$ cat src/rtl/regblk_pkg.sv
package regblk_pkg;

    typedef enum logic [2:0] {
        SQ_IDLE,
        SQ_BASE,
        SQ_GAP,
        SQ_MOVE,
        SQ_FIN
    } sq_state_e;

    typedef struct packed {
        logic quad;
        logic load;
    } sq_mode_t;

    function automatic sq_mode_t make_mode(input logic quad, input logic load);
        sq_mode_t m;
        m.quad = quad;
        m.load = load;
        return m;
    endfunction

endpackage

$ cat src/rtl/regblk_plan.sv
module regblk_plan #(
    parameter int NREG       = 16,
    parameter int QUAD_FIRST = 4,
    parameter int QUAD_CNT   = 4,
    localparam int RIDX_W    = $clog2(NREG)
) (
    input  logic              quad,
    input  logic [RIDX_W-1:0] field,
    output logic [RIDX_W-1:0] base_idx,
    output logic [RIDX_W-1:0] first_idx,
    output logic [RIDX_W-1:0] last_idx
);
    localparam logic [RIDX_W-1:0] Q_LO  = RIDX_W'(QUAD_FIRST);
    localparam logic [RIDX_W-1:0] Q_HI  = RIDX_W'(QUAD_FIRST + QUAD_CNT - 1);
    localparam logic [RIDX_W-1:0] TOP_R = RIDX_W'(NREG - 1);

    always_comb begin
        if (quad) begin
            base_idx  = field;
            first_idx = Q_LO;
            last_idx  = Q_HI;
        end else begin
            base_idx  = '0;
            first_idx = field;
            last_idx  = TOP_R;
        end
    end
endmodule

$ cat src/rtl/regblk_agu.sv
module regblk_agu #(
    parameter int ADDR_W     = 32,
    parameter int RIDX_W     = 4,
    parameter int WORD_BYTES = 4
) (
    input  logic              clk,
    input  logic              rst,
    input  logic              arm,
    input  logic [RIDX_W-1:0] first_i,
    input  logic [RIDX_W-1:0] last_i,
    input  logic              base_ld,
    input  logic [ADDR_W-1:0] base_i,
    input  logic              step,
    output logic [ADDR_W-1:0] addr_o,
    output logic [RIDX_W-1:0] idx_o,
    output logic              at_last_o
);
    localparam logic [ADDR_W-1:0] STRIDE = ADDR_W'(WORD_BYTES);

    logic [RIDX_W-1:0] last_q;

    always_ff @(posedge clk) begin
        if (rst) begin
            addr_o <= '0;
            idx_o  <= '0;
            last_q <= '0;
        end else begin
            if (arm) begin
                idx_o  <= first_i;
                last_q <= last_i;
            end
            if (base_ld) begin
                addr_o <= base_i;
            end
            if (step) begin
                addr_o <= addr_o + STRIDE;
                idx_o  <= idx_o + RIDX_W'(1);
            end
        end
    end

    assign at_last_o = (idx_o == last_q);


    addr_stride_chk: assert property (@(posedge clk) disable iff (rst)
        step |=> (addr_o == $past(addr_o) + STRIDE));


    idx_ascend_chk: assert property (@(posedge clk) disable iff (rst)
        step |=> (idx_o == $past(idx_o) + RIDX_W'(1)));
endmodule

$ cat src/rtl/regblk_fsm.sv
module regblk_fsm
    import regblk_pkg::*;
(
    input  logic      clk,
    input  logic      rst,
    input  logic      cmd_valid,
    input  logic      quad_q,
    input  logic      mem_ready,
    input  logic      at_last,
    output sq_state_e state_o,
    output logic      accept,
    output logic      base_ld,
    output logic      step,
    output logic      move,
    output logic      busy,
    output logic      done
);
    sq_state_e st_q, st_d;

    always_comb begin
        st_d = st_q;
        unique case (st_q)
            SQ_IDLE: if (cmd_valid) st_d = SQ_BASE;
            SQ_BASE: st_d = quad_q ? SQ_GAP : SQ_MOVE;
            SQ_GAP:  st_d = SQ_MOVE;
            SQ_MOVE: if (mem_ready && at_last) st_d = SQ_FIN;
            SQ_FIN:  st_d = SQ_IDLE;
            default: st_d = SQ_IDLE;
        endcase
    end

    always_ff @(posedge clk) begin
        if (rst) st_q <= SQ_IDLE;
        else     st_q <= st_d;
    end

    assign state_o = st_q;
    assign accept  = (st_q == SQ_IDLE) && cmd_valid;
    assign base_ld = (st_q == SQ_BASE);
    assign move    = (st_q == SQ_MOVE);
    assign step    = move && mem_ready;
    assign busy    = (st_q != SQ_IDLE);
    assign done    = (st_q == SQ_FIN);


    reset_idle_chk: assert property (@(posedge clk)
        rst |=> (st_q == SQ_IDLE));


    wait_hold_chk: assert property (@(posedge clk) disable iff (rst)
        (move && !mem_ready) |=> (st_q == SQ_MOVE));


    quad_gap_chk: assert property (@(posedge clk) disable iff (rst)
        (base_ld && quad_q) |=> (st_q == SQ_GAP));


    done_pulse_chk: assert property (@(posedge clk) disable iff (rst)
        done |=> (!done && !busy));
endmodule

$ cat src/rtl/regblk_xfer.sv
module regblk_xfer
    import regblk_pkg::*;
#(
    parameter int DATA_W     = 32,
    parameter int ADDR_W     = 32,
    parameter int NREG       = 16,
    parameter int QUAD_FIRST = 4,
    parameter int QUAD_CNT   = 4,
    parameter int WORD_BYTES = 4,
    localparam int RIDX_W    = $clog2(NREG)
) (
    input  logic              clk,
    input  logic              rst,
    input  logic              cmd_valid,
    input  logic              cmd_quad,
    input  logic              cmd_load,
    input  logic [RIDX_W-1:0] cmd_reg,
    output logic [RIDX_W-1:0] rf_idx,
    input  logic [DATA_W-1:0] rf_rd_data,
    output logic              rf_wr_en,
    output logic [DATA_W-1:0] rf_wr_data,
    output logic              mem_req,
    output logic              mem_we,
    output logic [ADDR_W-1:0] mem_addr,
    output logic [DATA_W-1:0] mem_wdata,
    input  logic [DATA_W-1:0] mem_rdata,
    input  logic              mem_ready,
    output logic              busy,
    output logic              done
);
    sq_mode_t          mode_q;
    logic [RIDX_W-1:0] base_idx_q;
    logic [RIDX_W-1:0] plan_base, plan_first, plan_last;
    logic [RIDX_W-1:0] cur_idx;
    logic              accept, base_ld, step, move, at_last;
    sq_state_e         state;

    regblk_plan #(
        .NREG(NREG), .QUAD_FIRST(QUAD_FIRST), .QUAD_CNT(QUAD_CNT)
    ) u_plan (
        .quad(cmd_quad), .field(cmd_reg),
        .base_idx(plan_base), .first_idx(plan_first), .last_idx(plan_last)
    );

    always_ff @(posedge clk) begin
        if (rst) begin
            mode_q     <= make_mode(1'b0, 1'b0);
            base_idx_q <= '0;
        end else if (accept) begin
            mode_q     <= make_mode(cmd_quad, cmd_load);
            base_idx_q <= plan_base;
        end
    end

    regblk_fsm u_fsm (
        .clk(clk), .rst(rst), .cmd_valid(cmd_valid), .quad_q(mode_q.quad),
        .mem_ready(mem_ready), .at_last(at_last), .state_o(state),
        .accept(accept), .base_ld(base_ld), .step(step), .move(move),
        .busy(busy), .done(done)
    );

    regblk_agu #(
        .ADDR_W(ADDR_W), .RIDX_W(RIDX_W), .WORD_BYTES(WORD_BYTES)
    ) u_agu (
        .clk(clk), .rst(rst), .arm(accept), .first_i(plan_first),
        .last_i(plan_last), .base_ld(base_ld), .base_i(ADDR_W'(rf_rd_data)),
        .step(step), .addr_o(mem_addr), .idx_o(cur_idx), .at_last_o(at_last)
    );

    assign rf_idx     = (state == SQ_BASE) ? base_idx_q : cur_idx;
    assign mem_req    = move;
    assign mem_we     = move && !mode_q.load;
    assign mem_wdata  = rf_rd_data;
    assign rf_wr_en   = move && mode_q.load && mem_ready;
    assign rf_wr_data = mem_rdata;


    reset_quiet_chk: assert property (@(posedge clk)
        rst |=> (!busy && !done && !mem_req && !rf_wr_en));


    quad_base_sel_chk: assert property (@(posedge clk) disable iff (rst)
        (accept && cmd_quad) |=> (rf_idx == $past(cmd_reg)));


    multi_base_sel_chk: assert property (@(posedge clk) disable iff (rst)
        (accept && !cmd_quad) |=> (rf_idx == '0));


    req_stable_chk: assert property (@(posedge clk) disable iff (rst)
        (mem_req && !mem_ready) |=> (mem_req && $stable(mem_addr) && $stable(rf_idx)));


    mode_frozen_chk: assert property (@(posedge clk) disable iff (rst)
        busy |=> ($stable(mode_q) && $stable(base_idx_q)));


    wr_only_on_load_chk: assert property (@(posedge clk) disable iff (rst)
        rf_wr_en |-> (mem_req && mem_ready && !mem_we));
endmodule

$ cat config.mk
export PLATFORM = sky130hd
export DESIGN_NAME = regblk_xfer
export DESIGN_NICKNAME = d
export VERILOG_FILES = /design/src/rtl/regblk_pkg.sv /design/src/rtl/regblk_plan.sv /design/src/rtl/regblk_agu.sv /design/src/rtl/regblk_fsm.sv /design/src/rtl/regblk_xfer.sv
export SDC_FILE = /design/constraint.sdc
export NUM_CORES = 1
export LEC_CHECK = 0
export ABC_AREA = 1
export BUFFER_PORTS_ARGS = -buffer_cell sky130_fd_sc_hd__buf_2
export CORE_MARGIN = 10
export CORE_UTILIZATION = 35
export DETAILED_ROUTE_END_ITERATION = 12
export PLACE_DENSITY = 0.66
export SLEW_MARGIN = 15
export SYNTH_ARGS = -nofsm -noshare
export SYNTH_HDL_FRONTEND = slang
export SYNTH_SLANG_ARGS = --single-unit
$ cat constraint.sdc
create_clock -name clk -period 1.35 [get_ports clk]
set_input_delay 0 -clock clk [delete_from_list [all_inputs] [get_ports clk]]
set_output_delay 0 -clock clk [all_outputs]
set_load 0.02 [all_outputs]
==> impl_metrics.env <==
export IMPL_synth_cell_types=37
export IMPL_die_x_um=119.2
export IMPL_mostFrequentLayoutCells="123 x nand2_1, 109 x buf_2, 62 x buf_4, 40 x inv_1, 33 x nor2_1"
export IMPL_reg2reg_depth=8
export IMPL_drt_iter0_drc=245
export IMPL_num_vias=3857
export IMPL_power_uw=6559
export IMPL_layout_min_cycle_time_ns=1.467
export IMPL_use_met3_pct=4.393
export IMPL_layout_commonest_cell="nand2_1"
export IMPL_max_clock_path_buffers=2
export IMPL_core_mm2=0.009684
export IMPL_grt_max_degree=20
export IMPL_multi_input_area_mm2=0.002077
export IMPL_pre_cts_ws_ns=-0.09306
export IMPL_grt_pass1_wl_um=18520
export IMPL_globalRouteMet2Util_pct=27.77
export IMPL_drc=0
export IMPL_reg2reg_from="u_agu.addr_o[3]$_SDFFE_PP0P_"
export IMPL_top_usage_layer="met2"
export IMPL_synth_area_mm2=0.003442
export IMPL_ys_seq_area_share_pct=27.34
export IMPL_dpl_cell_area_mm2=0.004208
export IMPL_grt_overflow=0
export IMPL_vdd_drop_max_uv=826.7
export IMPL_finalNonFillerCells=807
export IMPL_worst_ep_required_time_ns=1.57
export IMPL_p_leak_uw=0.002301
export IMPL_max_freq_mhz=681.9
export IMPL_setup_worst_path_class="flop to flop"
export IMPL_fin_skew_ns=0.007947
export IMPL_start_util_pct=35.54
export IMPL_numCtsBuffers=5
export IMPL_crit_path_start_kind="flop"
export IMPL_synth_avg_cell_area_um2=6.507
export IMPL_fin_nets=749
export IMPL_violations="setup timing"
export IMPL_cts_sinks=47
export IMPL_rsz0062_at_grt="yes"
export IMPL_seq_area_um2=991.0
export IMPL_max_slew_margin_rel_pct=69.57
export IMPL_hold_depth=0
export IMPL_end_kind="flop"
export IMPL_routedWlPerCell_um=14.73
export IMPL_worstHoldEndpoint="rf_wr_data[13]"
export IMPL_hp_class="input pin to primary output"
export IMPL_finalInstanceArea_mm2=0.005112
export IMPL_outcome="finished, violations left"
export IMPL_portBuffers=114
export IMPL_diodes=0
export IMPL_die_area_mm2=0.01420
export IMPL_place_congestion=0.9195
export IMPL_die_h_um=119.2
export IMPL_tightest_slew_ns=0.4537
export IMPL_hold_viol=0
export IMPL_area_delta_synth_final_pct=48.53
export IMPL_finalMaxSlewViolations=0
export IMPL_clk_pin_slew_ns=0.09
export IMPL_fill_cells=916
export IMPL_htree_levels=2
export IMPL_yosysWarnings=0
export IMPL_cts_tree="yes"
export IMPL_final_period_utilization_pct=108.6
export IMPL_reg2reg_slack_ns=-0.12
export IMPL_syn_nets=605
export IMPL_grt_met1_usage_pct=17.38
export IMPL_antenna_left=0
export IMPL_grt_util_all_layers_pct=15.36
export IMPL_drive_gt1_share_pct=48.52
export IMPL_finalSetupViolations=26
export IMPL_critical_path_max_fanout=6
export IMPL_grt_pass1_vias=3830
export IMPL_power_density_mw_per_mm2=1283
export IMPL_cp_data_arrival_time_ns=1.69
export IMPL_routed_wirelength_um=11890
export IMPL_reg2reg_to="u_agu.addr_o[16]$_SDFFE_PP0P_"
export IMPL_root_buffer="clkbuf_8"
export IMPL_hpwl_um=8784
export IMPL_io_pin_count=179
export IMPL_placedCellCount=764
export IMPL_drv_cap=0
export IMPL_fin_ws_ns=-0.1166
export IMPL_firstDrtPassIters=6
export IMPL_fp_row_count=36
export IMPL_hp_start="mem_rdata[13]"
export IMPL_avgViaCountPerCell=4.779
export IMPL_clock_latency_ns=0.31
export IMPL_antenna_found_initial=0
export IMPL_ys_seq_elements=47
export IMPL_synth_cells=529
## critical path, stage by stage, from the launching register on
cell and delay [ns]:
dfxtp_4 0.39, ha_4 0.15, nand2_4 0.06, nor2_4 0.10
nand2_4 0.12, nor2_4 0.13, nand2_1 0.07, or2_0 0.21
a31oi_1 0.16
## synth_stat cells (all sizes together)
cell type / count / area [um2]
a211oi: 2 / 15.01
a21o: 1 / 7.510
a21oi: 38 / 193.9
a22oi: 9 / 67.56
a31oi: 5 / 31.28
a41oi: 1 / 8.760
and2: 1 / 6.260
buf: 74 / 556.8
clkbuf: 4 / 15.01
clkinv: 1 / 3.750
dfxtp: 47 / 940.9
ha: 2 / 25.02
inv: 48 / 180.2
nand2: 148 / 595.6
nand3: 37 / 190.2
nand3b: 2 / 15.01
nand4: 2 / 12.51
nor2: 60 / 295.3
nor3: 6 / 30.03
nor4: 1 / 12.51
o211ai: 2 / 15.01
o21a: 4 / 30.03
o21ai: 26 / 130.1
o31ai: 1 / 12.51
or2: 4 / 25.02
xor2: 3 / 26.28
## metal layers
layer / up-vias / share of wire, %
met4: 0 / 1.3
met3: 16 / 7.9
met1: 1768 / 39
met5: - / 0
li1: 1930 / -
met2: 143 / 52
## cell families after synthesis
kind of cell | Yosys count | share of synthesized area [%]
AOI/OAI and AO/OA | 89 | 14.87
xor gates and xnor gates | 3 | 0.7635
adders and majority gates | 2 | 0.7269
buffers and inverters | 127 | 21.96
DFF | 47 | 27.34
and+or+nand+nor | 261 | 34.35
## metrics by stage
stage / hold WS (ns) / TNS, ns / util, %
2_1_floorplan: 0.1126 / -0.01758 / -
6_report: 0.000007101 / -1.118 / 52.79
3_5_place_dp: 0.0001367 / -1.156 / 43.45
4_1_cts: 0.0001367 / -0.9585 / 49.26
3_3_place_gp: 0.0001367 / -0.4411 / 43.45
5_1_grt: 0.00002926 / -3.788 / 52.79
## where the power goes
| group | internal (uW) | leakage, uW | switching (uW) |
|---|---|---|---|
| combinational | 1590 | 0.00184 | 1910 |
| clock | 527 | 0.0000594 | 535 |
| sequential | 1700 | 0.000398 | 285 |
## worst max-delay path by stage
stage / start / endpoint / slack (ns) / cells after the start
6_report: u_agu.addr_o[3]$_SDFFE_PP0P_ / u_agu.addr_o[16]$_SDFFE_PP0P_ / -0.12 / 8
2_1_floorplan: u_agu.addr_o[3]$_SDFFE_PP0P_ / u_agu.addr_o[16]$_SDFFE_PP0P_ / -0.01 / 8
3_3_place_gp: u_fsm.state_o[2]$_SDFFE_PP0P_ / u_agu.addr_o[29]$_SDFFE_PP0P_ / -0.09 / 8
4_1_cts: u_fsm.state_o[2]$_SDFFE_PP0P_ / rf_wr_en / -0.09 / 7
5_1_grt: u_agu.addr_o[3]$_SDFFE_PP0P_ / u_agu.addr_o[16]$_SDFFE_PP0P_ / -0.20 / 8
3_5_place_dp: u_agu.addr_o[2]$_SDFFE_PP0P_ / u_agu.addr_o[23]$_SDFFE_PP0P_ / -0.09 / 9
## state kept, by name, summed over array words and instances (netlist names)
signal	cells
base_idx_q	4
mode_q	2
u_agu.addr_o	32
u_agu.idx_o	4
u_agu.last_q	2
u_fsm.state_o	3
## what timing repair did
item,CTS,global route
pin swaps,21,26
resized for setup,56,78
setup buffers,13,7
hold buffers,14,0
gates cloned,1,2
hold endpoints to repair,15,0
endpoints found under the setup margin,32,47
## final cells by class
cell class,count,area share [%]
sequential,47,19.38
clock inverter,1,0.09790
multi-input combinational,355,40.63
inverter,49,3.891
timing repair buffer,215,30.64
clock buffer,7,2.105
tap,133,3.255
Power figures use the tool's default switching activity.
